[config.mk]
export PLATFORM = sky130hd
export DESIGN_NAME = kbd_strobe_port
export DESIGN_NICKNAME = d
export VERILOG_FILES = /design/src/rtl/kbd_port_pkg.sv /design/src/rtl/kbd_strobe_sync.sv /design/src/rtl/kbd_port_ctrl.sv /design/src/rtl/kbd_port_dp.sv /design/src/rtl/kbd_strobe_port.sv
export SDC_FILE = /design/constraint.sdc
export NUM_CORES = 1
export LEC_CHECK = 0
export CAP_MARGIN = 25
export CELL_PAD_IN_SITES_DETAIL_PLACEMENT = 0
export CELL_PAD_IN_SITES_GLOBAL_PLACEMENT = 1
export CORE_ASPECT_RATIO = 1.1
export CORE_MARGIN = 10
export CORE_UTILIZATION = 44
export DETAILED_ROUTE_END_ITERATION = 7
export DONT_BUFFER_PORTS = 1
export GPL_TIMING_DRIVEN = 0
export HOLD_SLACK_MARGIN = 0.08
export PLACE_DENSITY_LB_ADDON = 0.2
export SETUP_SLACK_MARGIN = 0.1
export SLEW_MARGIN = 20
export SYNTH_ARGS = -nofsm -noshare
export SYNTH_HDL_FRONTEND = slang
export SYNTH_SLANG_ARGS = --single-unit
[constraint.sdc]
create_clock -name clk -period 1.81 [get_ports clk]
set_input_delay 0.0905 -clock clk [delete_from_list [all_inputs] [get_ports clk]]
set_output_delay 0.0905 -clock clk [all_outputs]
set_load 0.05 [all_outputs]
[src/rtl/kbd_port_pkg.sv]
package kbd_port_pkg;
  // Status bit positions decoded by software
  localparam int READY_BIT   = 0;
  localparam int OVERRUN_BIT = 1;

  // Strobes from control to datapath
  typedef struct packed {
    logic loadByte;
  } dpCtl_t;
endpackage

[src/rtl/kbd_strobe_sync.sv]
module kbd_strobe_sync #(
  parameter int STAGES = 2
) (
  input  logic clk,
  input  logic rst_n,
  input  logic en,
  input  logic din,
  output logic dout
);
  logic [STAGES-1:0] chain;

  for (genvar i = 0; i < STAGES; i++) begin : g_stage
    if (i == 0) begin : g_first
      always_ff @(posedge clk or negedge rst_n) begin
        if (!rst_n)  chain[i] <= 1'b1;
        else if (en) chain[i] <= din;
      end
    end else begin : g_rest
      always_ff @(posedge clk or negedge rst_n) begin
        if (!rst_n)  chain[i] <= 1'b1;
        else if (en) chain[i] <= chain[i-1];
      end
    end
  end

  assign dout = chain[STAGES-1];
endmodule

[src/rtl/kbd_port_ctrl.sv]
module kbd_port_ctrl
  import kbd_port_pkg::*;
#(
  parameter int ACK_CYCLES = 1
) (
  input  logic   clk,
  input  logic   rst_n,
  input  logic   busEn,
  input  logic   strobeSync,
  input  logic   rdData,
  input  logic   rdStatus,
  output dpCtl_t ctl,
  output logic   irqN,
  output logic   ackN,
  output logic   dataReady,
  output logic   overrun
);
  localparam int CNT_W = $clog2(ACK_CYCLES + 1);

  logic             strobePrev;
  logic             takeByte;
  logic             readNow;
  logic             statNow;
  logic [CNT_W-1:0] ackCnt;

  assign takeByte = busEn & strobePrev & ~strobeSync;
  assign readNow  = busEn & rdData;
  assign statNow  = busEn & rdStatus;

  always_ff @(posedge clk or negedge rst_n) begin
    if (!rst_n)     strobePrev <= 1'b1;
    else if (busEn) strobePrev <= strobeSync;
  end

  // Ready flag; capture has priority over a coincident read
  always_ff @(posedge clk or negedge rst_n) begin
    if (!rst_n)        dataReady <= 1'b0;
    else if (takeByte) dataReady <= 1'b1;
    else if (readNow)  dataReady <= 1'b0;
  end

  // Interrupt kept in its own register
  always_ff @(posedge clk or negedge rst_n) begin
    if (!rst_n)        irqN <= 1'b1;
    else if (takeByte) irqN <= 1'b0;
    else if (readNow)  irqN <= 1'b1;
  end

  // Sticky overrun; a new loss wins over a status clear
  always_ff @(posedge clk or negedge rst_n) begin
    if (!rst_n)                                  overrun <= 1'b0;
    else if (takeByte && dataReady && !readNow)  overrun <= 1'b1;
    else if (statNow)                            overrun <= 1'b0;
  end

  // Acknowledge length counter
  always_ff @(posedge clk or negedge rst_n) begin
    if (!rst_n)                    ackCnt <= '0;
    else if (readNow)              ackCnt <= CNT_W'(ACK_CYCLES);
    else if (busEn && ackCnt != 0) ackCnt <= ackCnt - 1'b1;
  end

  assign ackN         = (ackCnt == '0);
  assign ctl.loadByte = takeByte;

  p_irq_matches_ready_r9: assert property (@(posedge clk) disable iff (!rst_n)
    irqN == !dataReady);
  p_read_releases_irq_r4: assert property (@(posedge clk) disable iff (!rst_n)
    (readNow && !takeByte) |=> (irqN && !dataReady));
  p_ack_starts_r5: assert property (@(posedge clk) disable iff (!rst_n)
    readNow |=> !ackN);
  p_overrun_sets_r6: assert property (@(posedge clk) disable iff (!rst_n)
    (takeByte && dataReady && !readNow) |=> overrun);
  p_coincide_no_overrun_r10: assert property (@(posedge clk) disable iff (!rst_n)
    (takeByte && readNow && !overrun) |=> (!overrun && dataReady));
  p_idle_hold_r8: assert property (@(posedge clk) disable iff (!rst_n)
    !busEn |=> ($stable(irqN) && $stable(ackN) && $stable(overrun)));
endmodule

[src/rtl/kbd_port_dp.sv]
module kbd_port_dp
  import kbd_port_pkg::*;
#(
  parameter int DATA_W = 8
) (
  input  logic              clk,
  input  logic              rst_n,
  input  dpCtl_t            ctl,
  input  logic [DATA_W-1:0] keyData,
  input  logic              dataReady,
  input  logic              overrun,
  output logic [DATA_W-1:0] rxData,
  output logic [DATA_W-1:0] rxStatus
);
  always_ff @(posedge clk or negedge rst_n) begin
    if (!rst_n)            rxData <= '0;
    else if (ctl.loadByte) rxData <= keyData;
  end

  always_comb begin
    rxStatus              = '0;
    rxStatus[READY_BIT]   = dataReady;
    rxStatus[OVERRUN_BIT] = overrun;
  end

  p_capture_r2: assert property (@(posedge clk) disable iff (!rst_n)
    ctl.loadByte |=> (rxData == $past(keyData)));
  p_hold_without_load_r3: assert property (@(posedge clk) disable iff (!rst_n)
    !ctl.loadByte |=> $stable(rxData));
endmodule

[src/rtl/kbd_strobe_port.sv]
module kbd_strobe_port
  import kbd_port_pkg::*;
#(
  parameter int DATA_W      = 8,
  parameter int SYNC_STAGES = 2,
  parameter int ACK_CYCLES  = 1
) (
  input  logic              clk,
  input  logic              rst_n,
  input  logic              busEn,
  input  logic [DATA_W-1:0] keyData,
  input  logic              keyStrobeN,
  input  logic              rdData,
  input  logic              rdStatus,
  output logic              irqN,
  output logic              ackN,
  output logic [DATA_W-1:0] rxData,
  output logic [DATA_W-1:0] rxStatus
);
  logic   strobeSync;
  logic   dataReady;
  logic   overrun;
  dpCtl_t ctl;

  kbd_strobe_sync #(.STAGES(SYNC_STAGES)) u_sync (
    .clk(clk), .rst_n(rst_n), .en(busEn), .din(keyStrobeN), .dout(strobeSync)
  );

  kbd_port_ctrl #(.ACK_CYCLES(ACK_CYCLES)) u_ctrl (
    .clk(clk), .rst_n(rst_n), .busEn(busEn), .strobeSync(strobeSync),
    .rdData(rdData), .rdStatus(rdStatus), .ctl(ctl), .irqN(irqN),
    .ackN(ackN), .dataReady(dataReady), .overrun(overrun)
  );

  kbd_port_dp #(.DATA_W(DATA_W)) u_dp (
    .clk(clk), .rst_n(rst_n), .ctl(ctl), .keyData(keyData),
    .dataReady(dataReady), .overrun(overrun), .rxData(rxData), .rxStatus(rxStatus)
  );
endmodule

======== Yosys cells after proc, flatten, opt, wreduce, memory -nomap -nowiden ========
Index checks and enable logic that the tools add are counted.
storage, ports and cells
  flip-flop bits (word level) ............. 15
  logic and storage cells ................. 30
cells by class
  $add $sub $neg .......................... 1
  mux-type cells .......................... 8
  bitwise logic cells ..................... 6
  reduce and logical (&&, ||, !) cells .... 7
operators with widths
  cell                                     number
  1-bit 2-to-1 mux                         8
  2-bit nonzero test                       3
  1-bit AND                                4
  1-bit logical AND                        3
  1-bit NOT                                2
  1-bit zero test                          1
  1-bit subtractor, second input constant  1

======== Depth between registers and ports, before layout ========
Gate-level depths: netlist of run 1.
  depth in word-level cells ............... 5
  mapped depth ............................ 4
  mapped depth without buffers ............ 2

======== Cells and area by module ========
Synthesis of run 1 repeated with hierarchy kept, for this count alone.
unflattened totals
  cell total of the unflattened synthesis .. 46
  area total of the unflattened synthesis .. 669.4 µm²
modules (own cells, without submodules)
  module           instances  cells each  area each (µm²)  sequential area each (µm²)
  kbd_port_dp      1          26          395.4            200.2
  kbd_port_ctrl    1          16          198.9            127.6
  kbd_strobe_sync  1          4           75.1             52.6

======== Least setup slack after synthesis of run 1 ========
OpenSTA, ideal clock, no wires.
  path kind ............................... register to register
  start ................................... reg u_ctrl.strobePrev
  end ..................................... reg u_dp.rxData[0]
  library setup time ...................... 125 ps
  data arrival time ....................... 1136 ps
  data required time ...................... 1685 ps
  path slack .............................. 549 ps
  cell stages (with the launch flop) ...... 4
  path buffers ............................ 1
  cells stage by stage .................... dfstp_2 > and3b_4 > buf_6 > mux2_4
on the way
  word-level cells in the longest chain between the ends .. 2
RTL lines
  item                     RTL line             RTL
  start, declared          kbd_port_ctrl.sv:20  logic strobePrev;
  start signal, assigned   kbd_port_ctrl.sv:32  else if (busEn) strobePrev <= strobeSync;
  1-bit AND (2 in series)  kbd_port_ctrl.sv:26  assign takeByte = busEn & strobePrev & ~strobeSync;
  end signal, assigned     kbd_port_dp.sv:17    else if (ctl.loadByte) rxData <= keyData;
  end, declared            kbd_port_dp.sv:12    output logic [DATA_W-1:0] rxData,
No other way between the ends.
A chain may end at the register's enable or synchronous reset.

======== Worst setup path after layout of run 1 ========
  start ................................... reg u_ctrl.strobePrev
  end ..................................... reg u_dp.rxData[5]
Same word-level chain as after synthesis.

==> summary by stage, run 1 <==
Power and ir drop
Net switching is between 40 and 50% of the power. The internal cell power is approximately 690 uW. The largest vdd supply drop is 0.9997 mV.

The relative contribution of the clock network to total power is between 10% and 20%. In this run, the combinational gates consume 22.4% of the power. The ratio of total power to cell area is 1468 mW/mm2. Of the total power, registers draw a little over three fifths.

The analysis attributes to net switching a power of about 600 uW. Summed over all cells, the static leakage comes to around 0.42 nW.

Timing
The worst slew slack as a fraction of its limit is 56.64%. The final number of hold-violating endpoints is 0. At the pin with the least slew margin, the transition time is 648.3 ps. Setup violations remaining at the end of the flow were counted as 0.

The fmax is 750.9 MHz. Setup repair after global routing left no endpoint under its margin. The clock period could shrink to ~1300 ps. The final period utilization is between 70% and 80%. The number of pins exceeding their max-slew limit in the final report was 0. For the final routed database, the setup TNS stands at 0 ps. The largest clock skew in the final design is slightly above 9 ps.

Critical path
The critical path buffer and inverter count is 1. The type of the setup path with the least slack is register to register. The maximum single-stage delay on the critical path is 540 ps. The count of cell instances traversed by the critical path is 3. The kind of cell adding the most delay to the critical path is flip-flops. The worst flop-to-flop path endpoint is u_dp.rxData[5]. The worst-path cell with the longest stage delay is dfstp_2.

The worst setup path is launched from a register. For the worst setup path, the data required time is around 2000 ps. Traced cell by cell, the critical path runs through and3b_4, buf_6, mux2_4. In this run the critical register-to-register path is launched from u_ctrl.strobePrev. The number of cells on the worst reg-to-reg path is 3. The maximum fanout count along the critical path is 10. For flop-to-flop paths, the worst setup slack is 480 ps. The kind of capture point of the worst setup path is a register. Data arrives at the worst endpoint at about 1500 ps.

Final layout
The post-route netlist has a little over two fifths of its cells at a drive strength greater than 1. The synthesis-to-layout area growth is 30.31%. The repair_antennas step left the layout with diodes totalling 0. The layout has about 110 filler cells. The library cells used most frequently in the layout, excluding fill and tap cells, are dlygate4sd3_1 (14), dfrtp_1 (11), buf_4 (8). In the final layout, the multi-input gates occupy ~230 um2. The most frequent standard cell in the layout excluding fill and tap cells is dlygate4sd3_1. In the final layout, flip-flops and latches occupy ~380 um2. The number of nets in the final layout is 85. Once layout is complete, the cells apart from fillers number between 80 and 90.

Clock network
CTS built an H-tree with a depth of 1. The maximum buffer depth of the clock tree is 2. The number of setup buffers added after CTS is 0. Clock latency on the worst-skew pair, taken at its later pin, is around 270 ps. Hold repair after CTS inserted 14 buffers. The CTS clock-pin slew for the worst setup and hold paths is ~90 ps.

The cell sitting at the root of the clock tree is a clkbuf_4. Buffers inserted during clock tree synthesis total 3. The clock net sink count is 15. The post-CTS resize count is 0. The CTS tree is yes.

Synthesis
The average cell area after synthesis is between 10 and 15 um2. The number of synthesized register bits is 15. The unique cell type count in the Yosys netlist is 15. The mapped netlist covers ~680 um2. The synthesized instance count is 47. The largest total area in the synthesized netlist belongs to dfrtp_1. Of the synthesized area, sequential elements account for between 50% and 60%. After synthesis, the cell types taking the most area are dfrtp_1 (41%), dfstp_2 (16%), mux2_4 (16%), buf_4 (8.9%), mux2_2 (6.7%). The top cell type's share of synthesized area is roughly two fifths. The Yosys warning count is 0.

Route
For this block, the initial DRC count from the detailed router was 2. The detail route stage leaves a number of antenna-violating nets equal to 0. The DRC violations left is 0. Dividing the detail-routed wire length by the instance count gives roughly 16 um.

Using the TritonRoute via totals, the vias-per-cell ratio works out to 4.686. Before antenna repair, the detailed router went through 4 iterations. After detailed routing, the total wire length is between 1000 and 1500 um. The detailed router placed ~400 vias in this run.

Global routing
The overall routing resource usage is 7.643%. The remaining global-route overflow is 0. The first global-routing pass estimated between 2000 and 2500 um of wire. The number of global-route vias before repair is 422. The initial antenna violation count came to 0. Entering global routing, the biggest net connects 16 pins.

Floorplan
The row count is 14. The initial cell density of the core is ~48%. After floorplanning, the core was sized to cover ~0.0014 mm2.

The chip height is approximately 61 um. The die area is 0.003509 mm2. From left edge to right edge, the die measures between 50 and 60 um. The boundary pin count is 32.

Placement
Counting tap cells, the placed design contains a total of between 60 and 70 instances. Port buffering added 0 buffers. At the end of routability-driven placement, the weighted congestion stood at a little under 0.8. After legalization and detailed placement, the total HPWL measured between 1000 and 1500 um.

Flow run
The number of max-capacitance violations reported is 0.

Hold path
The classification of the worst-slack hold path is primary input to asynchronous set/reset pin.

Status
The run finished with clean final reports.
[stage by stage]
stage | hold slack (ps) | area [um2] | utilization (%) | total power [mW] | worst slack, ps
4_1_cts | 299.1 | 882.1 | 62.17 | 1.307 | 488.3
3_5_place_dp | -204.5 | 715.7 | 50.44 | 1.092 | 505.9
6_report | 273.0 | 882.1 | 62.17 | 1.295 | 478.4
3_3_place_gp | -204.6 | 715.7 | 50.44 | 1.079 | 518.6
5_1_grt | 309.8 | 882.1 | 62.17 | 1.351 | 445.4
2_1_floorplan | -205.1 | 695.7 | - | 1.040 | 548.9
[worst max path at each step]
| stage | startpoint | endpoint | slack (ps) |
|---|---|---|---|
| 4_1_cts | u_ctrl.strobePrev | u_dp.rxData[2] | 490 |
| 5_1_grt | busEn | u_ctrl.ackCnt | 450 |
| 3_3_place_gp | u_ctrl.strobePrev | u_dp.rxData[0] | 520 |
| 6_report | u_ctrl.strobePrev | u_dp.rxData[5] | 480 |
| 3_5_place_dp | u_ctrl.strobePrev | u_dp.rxData[6] | 510 |
| 2_1_floorplan | u_ctrl.strobePrev | u_dp.rxData[0] | 550 |
[power groups by stage]
stage	registers (mW)	logic, mW	clock network (mW)
3_5_place_dp	0.831	0.261	0
6_report	0.820	0.291	0.184
3_3_place_gp	0.825	0.254	0
2_1_floorplan	0.795	0.245	0
4_1_cts	0.824	0.291	0.192
5_1_grt	0.832	0.309	0.210
[per-layer routing]
layer / part of all wire, % / track usage [%] / routed length (um)
met2: 50 / 12.12 / 674
met4: 0 / 3.020 / 0
met3: 13 / 5.144 / 172
met1: 38 / 7.895 / 509
met5: 0 / 0 / 0
[logic make-up after synthesis]
| logic type | Yosys count | synth area share [%] |
|---|---|---|
| AND/OR/NAND/NOR | 4 | 3.512 |
| other | 1 | 0.5540 |
| flip-flops | 15 | 56.19 |
| buffers and inverters | 12 | 13.31 |
| AO/OA/AOI/OAI | 4 | 4.250 |
| multiplexers | 11 | 22.18 |
[sequential cells by signal, summed over array words and instances (netlist names)]
register,cells
u_dp.rxData,8
u_ctrl.dataReady,1
u_ctrl.strobePrev,1
u_ctrl.overrun,1
u_ctrl.ackCnt,1
u_sync.dout,1
u_sync.chain,1
u_ctrl.irqN,1
[cells in the mapped netlist]
cell,number
nor2_1,1
nand2_1,2
mux2_4,7
a32o_1,1
dfrtp_1,11
mux2_2,4
buf_6,2
o21ai_0,1
dfstp_2,4
a21oi_1,1
and3b_4,1
a21o_2,1
inv_1,2
conb_1,1
buf_4,8
[final cells by class]
type / count / share of cell area [%]
multi-input combinational: 25 / 25.53
tap: 16 / 2.270
buffer: 10 / 9.362
inverter: 2 / 0.8511
clock buffer: 4 / 2.979
sequential: 15 / 43.12
timing repair buffer: 14 / 15.89
Note: power is estimated with default switching activity, not from simulation.
==> run 2: changes to the inputs <==
==> constraint.sdc (replaced) <==
create_clock -name clk -period 1.35 [get_ports clk]
set_input_delay 0.0675 -clock clk [delete_from_list [all_inputs] [get_ports clk]]
set_output_delay 0.0675 -clock clk [all_outputs]
set_load 0.05 [all_outputs]
==> run 2 against run 1 <==
Compared with the run above:
- fmax grew 3.6%
- worst hold slack lost 180 ps
- die area is the same
- total power grew 36%
- combinational power grew 40%
- critical path depth is the same
- utilization grew 1.2 points
- global-route usage grew 0.93 points
- clock power grew 35%
- clock skew shrank 3.9 ps
- critical path type unchanged
- largest power group unchanged
==> summary by stage, run 2 (same netlist as run 1, synthesis figures left out) <==
Status
The flow ran to the end, and the final reports show no timing, DRC or antenna violations.

Timing
The transition time at the pin with the least slew margin is 653.5 ps (+5.220 ps). The worst slew slack as a fraction of its limit is 56.29% (-0.35 points). Setup repair after global routing could not meet its margin everywhere. The total negative setup slack is 0 ps (unchanged). The final number of hold-violating endpoints was 0 (unchanged).

The fmax is 778.2 MHz (+3.6%). The final period utilization is 95.18% (+22 points). The largest clock skew in the final design came to 5.152 ps (-3.940 ps). The final-report setup violation count is 0 (unchanged). The number of pins exceeding their max-slew limit in the final report is 0 (unchanged). The shortest clock period the worst path allows after layout is 1285 ps (-46.66 ps).

Final layout
Leaving out fill and tap cells, the most frequent cell in the layout is dlygate4sd3_1. The flip-flop count of the largest register after layout came to 8 (unchanged). The final instance area was 899.6 um2 (+2.0%).

u_dp.rxData holds more flip-flops than any other register. Leaving out fill and tap cells, the most frequent cells in the layout are dlygate4sd3_1 (14), dfrtp_1 (11), buf_4 (9). The number of nets in the final layout is 86 (+1.2%). The synthesis-to-layout area growth is 32.90%. The number of antenna repair diodes is 0 (unchanged).

The share of final-layout standard cells stronger than drive strength 1 is 45.07% (+2.2 points).

Power and ir drop
The power share of the sequential group is 62.6% (-0.7 points). The internal cell power came to 937.5 uW (+35%). The share of total power in combinational logic is 23.2% (+0.8 points). The relative contribution of the clock network to total power is 14.2% (about the same). The largest vdd supply drop was 1.076 mV (+7.6%). The switching power is 817.7 uW (+36%). The ratio of total power to cell area is 1951 mW/mm2 (+33%).

The leakage power came to 0.4283 nW (+2.4%). The switching part of the total is 46.59% (+0.20 points).

Route
The routed wire length per instance was 17.32 um (+9.9%). The initial DRC count was 3 (+1). The sum of routed wire length over all layers is 1507 um (+11%). The ratio of routed vias to standard cells was 4.667 (-0.41%). The number of nets still failing antenna checks after routing is 0 (unchanged). The DRC violations left is 0 (unchanged).

The number of optimization iterations in the first detailed-route pass is 2 (-2). The vias after detailed routing was 406 (+0.74%).

Global routing
The number of global-route vias before repair was 452 (+7.1%). The initial antenna violation count is 0 (unchanged). The remaining global-route overflow is 0 (unchanged). The largest net degree at the start of global routing was 16 (unchanged). The wire length of the first global-routing pass is 2318 um (+13%). The overall routing resource usage is 8.575% (+0.93 points).

Critical path
The kind of capture point of the worst setup path is a register. The number of cells on the worst reg-to-reg path was 3 (unchanged). STA classifies the critical path startpoint as a register. The reg-to-reg startpoint is u_sync.dout. The data required time of the worst path is 1520 ps (-450 ps). The maximum fanout count along the critical path is 10 (unchanged).

Tracing the worst setup path back leads to its startpoint at u_sync.dout. The arrival time at the worst endpoint is 1460 ps (-30 ps). The worst setup path is of the register to register kind.

Floorplan
The row count is 14 (unchanged). The boundary pin count is 32 (unchanged). The die area is 0.003509 mm2 (unchanged). The die outline width came to 57.40 um (unchanged). The initial cell density of the core is 47.71% (unchanged). The placeable core area is 0.001419 mm2 (unchanged).

The chip height was 61.14 um (unchanged).

Clock network
The clock net sink count is 15 (unchanged). The clock latency of the later-clocked register in the worst-skew pair is 280 ps (about the same). The CTS root buffer is clkbuf_4.

TritonCTS built the clock tree. The number of buffers created by CTS is 3 (unchanged). The CTS clock-pin slew for the worst setup and hold paths came to 90 ps (about the same). The maximum buffer depth of the clock tree is 2 (unchanged). The number of H-tree branching levels was 1 (unchanged).

Placement
The placed instance area was 719.4 um2 (+0.52%). The count of port buffers added during placement is 0 (unchanged). The final weighted congestion in routability-driven placement is 0.7715 (+0.30%). The detailed placement HPWL is 1219 um (+17%).

Hold path
The hold path depth is 3. In this run the most critical hold path is launched from busEn. The min-delay analysis places its worst path in the category primary input to register.

Flow run
The number of max-capacitance violations reported is 0 (unchanged).
-- run 2: power by group through the flow --
stage	clock [mW]	combinational (mW)	sequential [mW]
final	0.248	0.407	1.10
after global routing	0.281	0.431	1.12
after CTS	0.265	0.406	1.11
after detailed placement	0	0.357	1.12
after global placement	0	0.344	1.10
after floorplan	0	0.332	1.07
-- run 2: per-layer routing --
layer,up-vias,track usage [%],routed length (um)
li1,193,-,-
met1,194,7.995,513
met2,19,14.88,810
met3,0,4.527,184
met4,0,5.034,0
met5,-,0,0
-- run 2: cell type report --
type	count	area (um2)
fillers	116	519.2
flip-flops and latches	15	380.4
multi-input cells	25	225.2
repair buffers	15	147.6
plain buffers	10	91.34
clock buffers	3	22.52
well taps	16	20.02
inverters	2	7.507
clock inverters	1	5.005
-- run 2: worst paths after layout --
| kind | endpoint | slack, ps |
|---|---|---|
| worst max-delay path | u_dp.rxData[2] | 70 |
| worst min-delay path | u_ctrl.overrun | 90 |
| worst max register to register | u_dp.rxData[2] | 70 |
| worst min register to register | u_ctrl.overrun | 500 |
| max in group asynchronous | u_dp.rxData[7] | 680 |
| min in group asynchronous | u_ctrl.dataReady | 250 |
-- run 2: through the flow --
stage               instances  total power [mW]  hold slack (ps)  setup slack, ps  utilization [%]
floorplan                  52             1.398           -228.1            97.58                -
global placement           68             1.449           -227.6            74.10            50.71
detailed placement         68             1.473           -227.5            50.81            50.71
CTS                        87             1.777            81.23            47.70            63.05
global route               87             1.830            94.61            23.87            63.40
finish                     87             1.755            89.85            65.01            63.40
-- run 2: timing repair --
action	in CTS	in global routing
pin swaps	0	0
hold buffers	14	0
gates resized for setup	0	1
setup buffers	1	0
endpoints found under the hold margin	30	0
setup endpoints to repair	8	8
-- run 2: critical path: stages, from the launching register on --
cell	delay, ps
dfstp_2	540
and3b_4	210
buf_12	140
mux2_4	290
